`src/rtl/claPkg.sv`:
```
package claPkg;
  localparam int MAX_TERMS = 16;

  // Expanded lookahead carry into position k from generate/propagate vectors
  // and an incoming carry: OR of g[j] AND p[j+1..k-1], plus p[0..k-1] AND c0.
  function automatic logic expandCarry(input logic [MAX_TERMS-1:0] gen,
                                       input logic [MAX_TERMS-1:0] prop,
                                       input logic carry0, input int k);
    logic acc;
    logic term;
    acc = 1'b0;
    for (int j = 0; j < MAX_TERMS; j++) begin
      if (j < k) begin
        term = gen[j];
        for (int m = 0; m < MAX_TERMS; m++)
          if (m > j && m < k) term = term & prop[m];
        acc = acc | term;
      end
    end
    term = carry0;
    for (int m = 0; m < MAX_TERMS; m++)
      if (m < k) term = term & prop[m];
    return acc | term;
  endfunction
endpackage

```
`src/rtl/claBitGp.sv`:
```
module claBitGp #(
  parameter int WIDTH = 16
) (
  input  logic [WIDTH-1:0] opA,
  input  logic [WIDTH-1:0] opB,
  output logic [WIDTH-1:0] bitGen,
  output logic [WIDTH-1:0] bitProp
);
  for (genvar i = 0; i < WIDTH; i++) begin : gBit
    assign bitGen[i]  = opA[i] & opB[i];
    assign bitProp[i] = opA[i] | opB[i];
  end
endmodule

```
`src/rtl/claGroup.sv`:
```
module claGroup
  import claPkg::*;
#(
  parameter int GROUP_W = 4
) (
  input  logic [GROUP_W-1:0] bitGen,
  input  logic [GROUP_W-1:0] bitProp,
  input  logic               groupCin,
  output logic [GROUP_W-1:0] bitCarry,
  output logic               blkGen,
  output logic               blkProp
);
  localparam int PAD = MAX_TERMS - GROUP_W;
  logic [MAX_TERMS-1:0] genExt, propExt;

  assign genExt  = {{PAD{1'b0}}, bitGen};
  assign propExt = {{PAD{1'b0}}, bitProp};

  always_comb begin
    for (int k = 0; k < GROUP_W; k++)
      bitCarry[k] = expandCarry(genExt, propExt, groupCin, k);
    // slice-wide generate: carry out of the slice with a zero carry in
    blkGen  = expandCarry(genExt, propExt, 1'b0, GROUP_W);
    blkProp = &bitProp;
  end
endmodule

```
`src/rtl/claLookahead.sv`:
```
module claLookahead
  import claPkg::*;
#(
  parameter int GROUP_N = 4
) (
  input  logic [GROUP_N-1:0] blkGen,
  input  logic [GROUP_N-1:0] blkProp,
  input  logic               carryIn,
  output logic [GROUP_N:0]   groupCarry
);
  localparam int PAD = MAX_TERMS - GROUP_N;
  logic [MAX_TERMS-1:0] genExt, propExt;

  assign genExt  = {{PAD{1'b0}}, blkGen};
  assign propExt = {{PAD{1'b0}}, blkProp};

  always_comb begin
    for (int k = 0; k <= GROUP_N; k++)
      groupCarry[k] = expandCarry(genExt, propExt, carryIn, k);
  end
endmodule

```
`src/rtl/claSum.sv`:
```
module claSum #(
  parameter int WIDTH = 16
) (
  input  logic [WIDTH-1:0] opA,
  input  logic [WIDTH-1:0] opB,
  input  logic [WIDTH-1:0] bitCarry,
  output logic [WIDTH-1:0] sumOut
);
  for (genvar i = 0; i < WIDTH; i++) begin : gSum
    assign sumOut[i] = opA[i] ^ opB[i] ^ bitCarry[i];
  end
endmodule

```
`src/rtl/cla16Adder.sv`:
```
module cla16Adder #(
  parameter int GROUP_W = 4,
  parameter int GROUP_N = 4
) (
  input  logic [GROUP_W*GROUP_N-1:0] opA,
  input  logic [GROUP_W*GROUP_N-1:0] opB,
  input  logic                       carryIn,
  output logic [GROUP_W*GROUP_N-1:0] sumOut,
  output logic                       carryOut
);
  localparam int WIDTH = GROUP_W * GROUP_N;

  logic [WIDTH-1:0]   bitGen, bitProp, bitCarry;
  logic [GROUP_N-1:0] blkGen, blkProp;
  logic [GROUP_N:0]   groupCarry;

  claBitGp #(.WIDTH(WIDTH)) u_bitGp (
    .opA(opA), .opB(opB), .bitGen(bitGen), .bitProp(bitProp)
  );

  for (genvar s = 0; s < GROUP_N; s++) begin : gSlice
    claGroup #(.GROUP_W(GROUP_W)) u_group (
      .bitGen  (bitGen[s*GROUP_W +: GROUP_W]),
      .bitProp (bitProp[s*GROUP_W +: GROUP_W]),
      .groupCin(groupCarry[s]),
      .bitCarry(bitCarry[s*GROUP_W +: GROUP_W]),
      .blkGen  (blkGen[s]),
      .blkProp (blkProp[s])
    );
  end

  claLookahead #(.GROUP_N(GROUP_N)) u_lookahead (
    .blkGen(blkGen), .blkProp(blkProp), .carryIn(carryIn),
    .groupCarry(groupCarry)
  );

  claSum #(.WIDTH(WIDTH)) u_sum (
    .opA(opA), .opB(opB), .bitCarry(bitCarry), .sumOut(sumOut)
  );

  assign carryOut = groupCarry[GROUP_N];
endmodule

```
`config.mk`:
```
export PLATFORM = sky130hd
export DESIGN_NAME = cla16Adder
export DESIGN_NICKNAME = d
export VERILOG_FILES = /design/src/rtl/claPkg.sv /design/src/rtl/claBitGp.sv /design/src/rtl/claGroup.sv /design/src/rtl/claLookahead.sv /design/src/rtl/claSum.sv /design/src/rtl/cla16Adder.sv
export SDC_FILE = /design/constraint.sdc
export NUM_CORES = 1
export LEC_CHECK = 0
export CAP_MARGIN = 15
export CORE_ASPECT_RATIO = 1.5
export CORE_MARGIN = 2
export CORE_UTILIZATION = 41
export DETAILED_ROUTE_END_ITERATION = 6
export PLACE_DENSITY = 0.87
export SETUP_SLACK_MARGIN = 0.05
export SLEW_MARGIN = 20
export SYNTH_ARGS = -nofsm -noshare
export SYNTH_HDL_FRONTEND = slang
export SYNTH_SLANG_ARGS = --single-unit
```
`constraint.sdc`:
```
create_clock -name vclk -period 3.44
set_clock_uncertainty 0.15 [all_clocks]
set_input_delay 0.86 -clock vclk [all_inputs]
set_output_delay 0.86 -clock vclk [all_outputs]
set_load 0.005 [all_outputs]
```
==> flow_summary_export.csv, run 1 <==
group,metric,value,unit
critical_path,crit_path_end_kind,"output port",
synthesis,syn_nets,226,
timing,fin_setup_tns,-4.760,ns
worst_hold_path,whs_endpoint,"sumOut[6]",
routing,first_iter_violations,52,
routing,firstDrtPassIters,4,
routing,vias_per_cell,5.322,
cells_and_area,seq_cells,0,
worst_hold_path,min_path_type,"input port to output port",
floorplanning,die_area,3253,µm²
grt,grt_use_total,31.65,%
timing,finalCritPeriodShare,117.1,%
grt,grt_pass1_vias,1714,
cells_and_area,syn2layout_area_growth,109.0,%
power_and_ir_drop,pwr-share-seq,0,%
cells_and_area,nets,335,
power_and_ir_drop,p_total,404.5,µW
synthesis,netlist_area,1150,µm²
job,drv_cap,0,
floorplanning,start_util,42.96,%
critical_path,required,2.43,ns
grt,grt_start_max_net_pins,6,
timing,relSlewSlack,74.59,%
cells_and_area,regArea,0,µm²
routing,drc_errors,0,
routing,totalWireLength,5173,µm
cells_and_area,layout-drive-gt1-share,56.44,%
worst_hold_path,hold_path_depth,5,
timing,tightest_slew,0.3812,ns
clock_tree,cts_hold_buf,0,
synthesis,syn_avg_cell_area,7.324,µm²
routing,wl_per_cell,17.19,µm
cells_and_area,clock_buffers,0,
critical_path,critPathArrivalTime,3.02,ns
critical_path,crit_type,"input port to output port",
timing,rsz0062_at_grt,"yes",
power_and_ir_drop,swShare,43.30,%
timing,max_freq,0.2482,GHz
grt,grt_pass1_wl,7327,µm
power_and_ir_drop,power.share.clock,0,%
floorplanning,coreArea,2676,µm²
cells_and_area,fill_cells,128,
power_and_ir_drop,vdd_ir_drop_max,0.0001089,V
cells_and_area,diodes,0,
synthesis,synthCells,157,
synthesis,ys_warn_count,0,
power_and_ir_drop,power.switching,175.2,µW
timing,maxSlewViolCount,0,
timing,setup_slack,-0.5892,ns
floorplanning,die_h,68.86,µm
routing,ant_nets,0,
floorplanning,die_x,47.24,µm
grt,gr-total-overflow,0,
critical_path,cp-start-kind,"input port",
floorplanning,io_pins,50,
placed_design,port_buffers,50,
timing,setup_viol,13,
power_and_ir_drop,p_int,229.3,µW
power_and_ir_drop,p_comb_share,100.0,%
critical_path,path_max_fanout,4,
cells_and_area,finish.utilization,89.81,%
placed_design,pre_cts_slack,-1.397,ns
grt,antenna_found_initial,0,
placed_design,gp_congestion,0.7580,
floorplanning,core.rowCount,23,
synthesis,seq_area_frac_synth,0,%
timing,post-route-min-period,4.029,ns
outcome,failed_checks,"setup timing",
power_and_ir_drop,powerDensity,168.3,nW/µm²
timing,hold_violations,0,
power_and_ir_drop,p_leak,1.201,nW
placed_design,place_hpwl,2834,µm
synthesis,synth_cell_type_count,34,
worst_hold_path,worstHoldStart,"opA[6]",
outcome,status,"finished with violations",
routing,num_vias,1602,
worst max-delay path by stage:
stage	startpoint	endpoint	slack (ns)
2_1_floorplan	opB[6]	sumOut[11]	-0.23
3_3_place_gp	opB[6]	sumOut[11]	-1.37
3_5_place_dp	opB[6]	sumOut[11]	-1.40
4_1_cts	opB[6]	sumOut[11]	-0.48
5_1_grt	opA[0]	sumOut[12]	-0.65
6_report	opA[0]	sumOut[12]	-0.59
metal layers:
layer	wire length [µm]	share of wire, %	track usage (%)	vias up
met3	195	3.8	3.125	28
li1	-	-	-	730
met5	0	0	0	-
met2	3054	59	64.53	80
met1	1606	31	26.48	764
met4	316	6.1	19.10	0
Yosys cell counts:
master | count | area share, %
or4b_1 | 1 | 0.87
and3_1 | 2 | 1.1
inv_1 | 43 | 14
o211ai_1 | 3 | 2.0
or4_4 | 1 | 0.98
o21bai_1 | 1 | 0.65
nor4_1 | 1 | 0.54
a41oi_1 | 1 | 0.76
a31oi_1 | 2 | 1.1
or3_1 | 2 | 1.1
o311ai_1 | 1 | 0.76
a21o_1 | 1 | 0.65
nor2_1 | 9 | 2.9
o22a_1 | 1 | 0.76
or4_1 | 4 | 2.6
a211o_1 | 1 | 0.76
and2_1 | 1 | 0.54
or2_2 | 1 | 0.54
nor3_1 | 3 | 1.3
a21oi_1 | 10 | 4.4
nand2_1 | 4 | 1.3
ha_1 | 32 | 35
a221o_1 | 1 | 0.87
nand2b_1 | 6 | 3.3
nor2b_1 | 4 | 2.2
mux2_2 | 1 | 0.98
nand4b_1 | 1 | 0.76
nor3b_1 | 1 | 0.65
a31oi_2 | 1 | 1.1
xor2_1 | 6 | 4.6
a21boi_0 | 1 | 0.65
xnor2_1 | 3 | 2.3
fa_1 | 4 | 7.0
o21ai_0 | 3 | 1.3
repair_timing:
| action | CTS | global route |
|---|---|---|
| endpoints found under the setup margin | 17 | 14 |
| gates resized for setup | 195 | 29 |
| gates cloned | 0 | 0 |
| buffers inserted | 14 | 5 |
| pin swaps | 35 | 16 |
critical path: stages:
cell      delay [ns]
buf_8           0.07
inv_2           0.02
ha_2            0.16
nand2b_4        0.13
or4_4           0.56
buf_6           0.14
o311ai_4        0.29
or3_4           0.20
fa_2            0.43
buf_2           0.14
layout by cell type (no fill, tap or decap), types with 3 or more instances in the layout:
cell type,Yosys,layout
a21oi_1,10,8
buf_2,0,18
buf_4,0,44
buf_6,0,18
clkdlybuf4s15_1,0,3
clkdlybuf4s50_1,0,10
dlygate4sd2_1,0,6
fa_2,0,3
ha_1,32,15
ha_2,0,8
ha_4,0,9
inv_1,43,26
inv_2,0,14
nand2_1,4,4
nand2b_1,6,4
nor2_1,9,6
nor2b_1,4,3
o211ai_1,3,3
or4_4,1,4
xnor2_1,3,3
xor2_1,6,6
through the flow:
| stage | cell area (µm²) | hold slack [ns] | cells |
|---|---|---|---|
| 5_1_grt | 2404 | 2.033 | 301 |
| 3_3_place_gp | 2086 | 2.667 | 288 |
| 3_5_place_dp | 2086 | 2.667 | 288 |
| 4_1_cts | 2349 | 2.031 | 301 |
| 6_report | 2404 | 2.011 | 301 |
| 2_1_floorplan | 1209 | 1.719 | 157 |
power by group through the flow:
stage          clock, mW  combinational (mW)  sequential [mW]
3_3_place_gp           0               0.329                0
3_5_place_dp           0               0.340                0
4_1_cts                0               0.366                0
2_1_floorplan          0               0.135                0
5_1_grt                0               0.432                0
6_report               0               0.405                0
area by class of cell:
class | instances | area (µm²) | share of cell area, %
Multi-Input combinational cell | 114 | 1275 | 53.05
Timing Repair Buffer | 107 | 900.9 | 37.48
Inverter | 43 | 181.4 | 7.548
Tap cell | 37 | 46.29 | 1.926
logic make-up after synthesis:
kind of cell             after synthesis  share of synthesized area, %
multiplexers                           1                        0.9793
AND/OR/NAND/NOR                       41                         20.67
XOR/XNOR                               9                         6.856
adder cells (fa/ha/maj)               36                         41.78
AO/OA/AOI/OAI                         27                         15.67
buffers and inverters                 43                         14.04
(Power assumes the default switching activity.)
==> run 2: changes to the inputs <==
--- a/config.mk
+++ b/config.mk
@@ -11,8 +11,9 @@
 export CORE_UTILIZATION = 41
 export DETAILED_ROUTE_END_ITERATION = 6
 export PLACE_DENSITY = 0.87
+export REMOVE_ABC_BUFFERS = 1
 export SETUP_SLACK_MARGIN = 0.05
-export SLEW_MARGIN = 20
+export SLEW_MARGIN = 30
 export SYNTH_ARGS = -nofsm -noshare
 export SYNTH_HDL_FRONTEND = slang
 export SYNTH_SLANG_ARGS = --single-unit
==> flow_summary_export.csv, run 2 (synthesis gave the netlist of run 1 again) <==
group,metric,value,unit
critical_path,required,2.43,ns
floorplanning,coreArea,2676,µm²
timing,tightest_slew,0.4281,ns
power_and_ir_drop,p_total,444.2,µW
cells_and_area,layout-drive-gt1-share,61.99,%
outcome,failed_checks,"setup timing",
placed_design,dpl_cell_area,2019,µm²
cells_and_area,stdcell_count,308,
cells_and_area,diodes,0,
floorplanning,core.rowCount,23,
routing,ant_nets,0,
cells_and_area,layout_commonest_cell,"buf_4",
power_and_ir_drop,powerDensity,176.8,nW/µm²
cells_and_area,multi_input_area,1340,µm²
routing,firstDrtPassIters,4,
placed_design,dpl.cell_count,287,
grt,grt_pass1_wl,8217,µm
timing,relSlewSlack,71.20,%
grt,grt_start_max_net_pins,6,
placed_design,place_hpwl,2816,µm
grt,grt_pass1_vias,1771,
critical_path,critPathArrivalTime,3.04,ns
cells_and_area,nets,342,
cells_and_area,syn2layout_area_growth,118.5,%
routing,totalWireLength,6462,µm
cells_and_area,regArea,0,µm²
cells_and_area,finish.utilization,93.88,%
timing,setup_viol,13,
job,drv_cap,0,
timing,max_freq,0.2468,GHz
floorplanning,die_h,68.86,µm
timing,finalCritPeriodShare,117.8,%
power_and_ir_drop,p_comb_share,100.0,%
floorplanning,start_util,42.96,%
cells_and_area,fill_cells,89,
grt,gr-total-overflow,0,
worst_hold_path,min_path_type,"input port to output port",
timing,fin_setup_tns,-5.657,ns
routing,num_vias,1760,
power_and_ir_drop,power.switching,202.0,µW
cells_and_area,clock_buffers,0,
cells_and_area,seq_cells,0,
critical_path,crit_path_end_kind,"output port",
routing,drc_errors,0,
floorplanning,io_pins,50,
power_and_ir_drop,p_int,242.3,µW
critical_path,critPathCapture,"sumOut[11]",
timing,hold_violations,0,
power_and_ir_drop,swShare,45.47,%
timing,rsz0062_at_grt,"yes",
cells_and_area,final_area,2512,µm²
critical_path,crit_type,"input port to output port",
grt,antenna_found_initial,0,
timing,setup_slack,-0.6113,ns
grt,grt_use_total,35.59,%
floorplanning,die_area,3253,µm²
routing,wl_per_cell,20.98,µm
cells_and_area,mostFrequentLayoutCells,"48 x buf_4, 25 x inv_1, 22 x buf_6, 18 x buf_2",
outcome,status,"finished with violations",
power_and_ir_drop,pwr-share-seq,0,%
floorplanning,die_x,47.24,µm
critical_path,cp-start-kind,"input port",
critical_path,path_max_fanout,3,
power_and_ir_drop,p_leak,1.239,nW
routing,first_iter_violations,92,
routing,vias_per_cell,5.714,
power_and_ir_drop,vdd_ir_drop_max,0.0001295,V
power_and_ir_drop,power.share.clock,0,%
critical_path,crit_start,"opB[0]",
timing,maxSlewViolCount,0,
placed_design,gp_congestion,0.7441,
placed_design,port_buffers,50,
timing,post-route-min-period,4.051,ns
-- run 2: how the worst min path moves through the flow --
stage / from / endpoint / slack (ns) / cells past startpoint
detailed placement: opA[9] / sumOut[9] / 2.69 / 5
global placement: opB[1] / sumOut[1] / 2.67 / 5
global route: opB[6] / sumOut[6] / 2.05 / 5
CTS: opA[6] / sumOut[6] / 2.01 / 5
finish: opB[6] / sumOut[6] / 2.05 / 5
floorplan: carryIn / sumOut[0] / 1.72 / 1
-- run 2: layout make-up --
type	count	area share (%)
Multi-Input combinational cell	114	53.34
Timing Repair Buffer	114	37.90
Inverter	43	6.922
Tap cell	37	1.843
-- run 2: power by group through the flow --
stage	clock [mW]	sequential, mW	combinational (mW)
floorplan	0	0	0.128
CTS	0	0	0.370
global route	0	0	0.467
detailed placement	0	0	0.329
finish	0	0	0.444
global placement	0	0	0.319
-- run 2: routing by layer --
| metal | GRT usage (%) | wire, µm | up-vias | part of all wire [%] |
|---|---|---|---|---|
| met5 | 0 | 0 | - | 0 |
| met3 | 6.250 | 405 | 64 | 6.3 |
| met1 | 30.05 | 2146 | 817 | 33 |
| met2 | 73.65 | 3341 | 141 | 52 |
| met4 | 14.93 | 568 | 0 | 8.8 |
| li1 | - | - | 738 | - |
-- run 2: what timing repair did --
item	CTS	global route
pin swaps	38	21
endpoints found under the hold margin	0	0
setup endpoints to repair	17	14
cloned	0	0
hold buffers	0	0
resized for setup	224	37
setup buffers	18	5
-- run 2: critical path, stage by stage --
cell and delay (ns):
buf_8 0.08, inv_4 0.03, ha_4 0.14, nand2b_4 0.14
or4_4 0.57, buf_4 0.16, buf_4 0.14, a31oi_4 0.13
nor3_1 0.07, or4b_1 0.54, buf_2 0.17
-- run 2: per-stage QoR --
stage	worst slack [ns]	hold slack, ns
after floorplan	-0.3102	1.719
after global routing	-0.6628	2.054
after detailed placement	-1.299	2.686
after global placement	-1.256	2.669
after CTS	-0.4823	2.006
final	-0.6113	2.046
==> run 3: changes to the inputs <==
--- a/config.mk
+++ b/config.mk
@@ -13,7 +13,7 @@
 export PLACE_DENSITY = 0.87
 export REMOVE_ABC_BUFFERS = 1
 export SETUP_SLACK_MARGIN = 0.05
-export SLEW_MARGIN = 30
+export SLEW_MARGIN = 5
 export SYNTH_ARGS = -nofsm -noshare
 export SYNTH_HDL_FRONTEND = slang
 export SYNTH_SLANG_ARGS = --single-unit
==> constraint.sdc (replaced) <==
create_clock -name vclk -period 3.7
set_clock_uncertainty 0.15 [all_clocks]
set_input_delay 0.925 -clock vclk [all_inputs]
set_output_delay 0.925 -clock vclk [all_outputs]
set_load 0.005 [all_outputs]
==> flow_summary_export.csv, run 3 (synthesis gave the netlist of run 1 again) <==
group,metric,value,unit
outcome,status,"finished with violations",
outcome,failed_checks,"setup timing",
grt,gr-total-overflow,0,
floorplanning,die_area,3253,µm²
cells_and_area,syn2layout_area_growth,114.4,%
floorplanning,die_h,68.86,µm
timing,post-route-min-period,4.074,ns
cells_and_area,clock_buffers,0,
cells_and_area,regArea,0,µm²
grt,antenna_found_initial,0,
placed_design,place_hpwl,2737,µm
timing,relSlewSlack,76.60,%
worst_hold_path,min_path_type,"input port to output port",
critical_path,cp_common_cell,"buf_2",
timing,maxSlewViolCount,0,
placed_design,dpl.cell_count,287,
job,drv_cap,0,
cells_and_area,final_area,2465,µm²
grt,grt_pass1_wl,6893,µm
floorplanning,start_util,42.96,%
routing,vias_per_cell,5.564,
routing,wl_per_cell,19.80,µm
routing,drc_errors,0,
cells_and_area,finish.utilization,92.10,%
floorplanning,io_pins,50,
grt,grt_pass1_vias,1673,
cells_and_area,nets,337,
grt,grt_start_max_net_pins,6,
power_and_ir_drop,vdd_ir_drop_max,0.0001309,V
cells_and_area,seq_cells,0,
critical_path,critPathArrivalTime,3.00,ns
placed_design,dpl_cell_area,2019,µm²
critical_path,critPathBufInv,4,
floorplanning,core.rowCount,23,
timing,finalCritPeriodShare,110.1,%
critical_path,crit_path_cell_trace,"buf_2 > inv_2 > ha_4 > or4_4 > buf_6 > o311ai_4 > or3_4 > fa_2 > buf_2",
timing,hold_violations,0,
critical_path,cp-start-kind,"input port",
routing,first_iter_violations,99,
power_and_ir_drop,p_total,392.8,µW
critical_path,crit_path_end_kind,"output port",
routing,num_vias,1686,
worst_hold_path,worstHoldStart,"opA[5]",
worst_hold_path,whs_endpoint,"sumOut[5]",
worst_hold_path,hold_path_depth,5,
power_and_ir_drop,p_leak,1.200,nW
timing,setup_viol,13,
grt,grt_use_total,28.84,%
cells_and_area,diodes,0,
critical_path,path_max_fanout,4,
floorplanning,coreArea,2676,µm²
timing,max_freq,0.2455,GHz
critical_path,slowest_stage,"or4_4",
cells_and_area,stdcell_count,303,
routing,totalWireLength,6000,µm
power_and_ir_drop,powerDensity,159.3,nW/µm²
timing,tightest_slew,0.3494,ns
placed_design,port_buffers,50,
cells_and_area,layout-drive-gt1-share,65.04,%
floorplanning,die_x,47.24,µm
critical_path,cpPeakStageDelay,0.55,ns
routing,firstDrtPassIters,4,
timing,fin_setup_tns,-2.969,ns
timing,setup_slack,-0.3736,ns
critical_path,required,2.62,ns
placed_design,gp_congestion,0.7440,
timing,rsz0062_at_grt,"yes",
critical_path,critical_path.top_delay_family,"simple AND/OR/NAND/NOR gates",
cells_and_area,layout_commonest_cell,"buf_4",
critical_path,crit_type,"input port to output port",
cells_and_area,mostFrequentLayoutCells,"42 x buf_4, 27 x buf_6, 25 x buf_2, 24 x inv_2, 17 x inv_1",
routing,ant_nets,0,
cells_and_area,fill_cells,107,
-- run 3: final cells by class --
type / instances / area [µm²] / area share [%]
Multi-Input combinational cell: 114 / 1356 / 55.03
Timing Repair Buffer: 109 / 895.9 / 36.35
Inverter: 43 / 166.4 / 6.751
Tap cell: 37 / 46.29 / 1.878
-- run 3: layer usage --
layer / up-vias / share of wire, % / track usage, %
met2: 101 / 57 / 61.32
met3: 32 / 4.8 / 1.563
met1: 820 / 33 / 25.08
met5: - / 0 / 0
met4: 0 / 4.9 / 11.81
li1: 733 / - / -
-- run 3: how the worst max path moves through the flow --
stage            from         end  slack, ns  cells past startpoint
2_1_floorplan  opA[2]  sumOut[12]      -0.18                      6
3_3_place_gp   opA[7]  sumOut[11]      -1.13                      9
3_5_place_dp   opA[7]  sumOut[11]      -1.17                      9
4_1_cts        opA[6]  sumOut[11]      -0.36                      9
5_1_grt        opA[1]  sumOut[12]      -0.40                      9
6_report       opA[1]  sumOut[12]      -0.37                      9
-- run 3: what timing repair did --
action,4_1_cts,5_1_grt
resized for setup,260,26
gates cloned,0,0
hold buffers,0,0
endpoints found under the setup margin,16,15
buffers inserted,15,4
pin swaps,40,23
-- run 3: power breakdown --
group	internal (mW)	leakage [nW]	switching (mW)
combinational	0.217	1.20	0.176
sequential	0	0	0
clock	0	0	0
total	0.217	1.20	0.176
-- run 3: through the flow --
step / hold slack, ns / setup slack (ns)
after detailed placement: 2.816 / -1.166
after CTS: 2.143 / -0.3562
after floorplan: 1.849 / -0.1802
after global placement: 2.799 / -1.128
after global routing: 2.175 / -0.4043
final: 2.169 / -0.3736
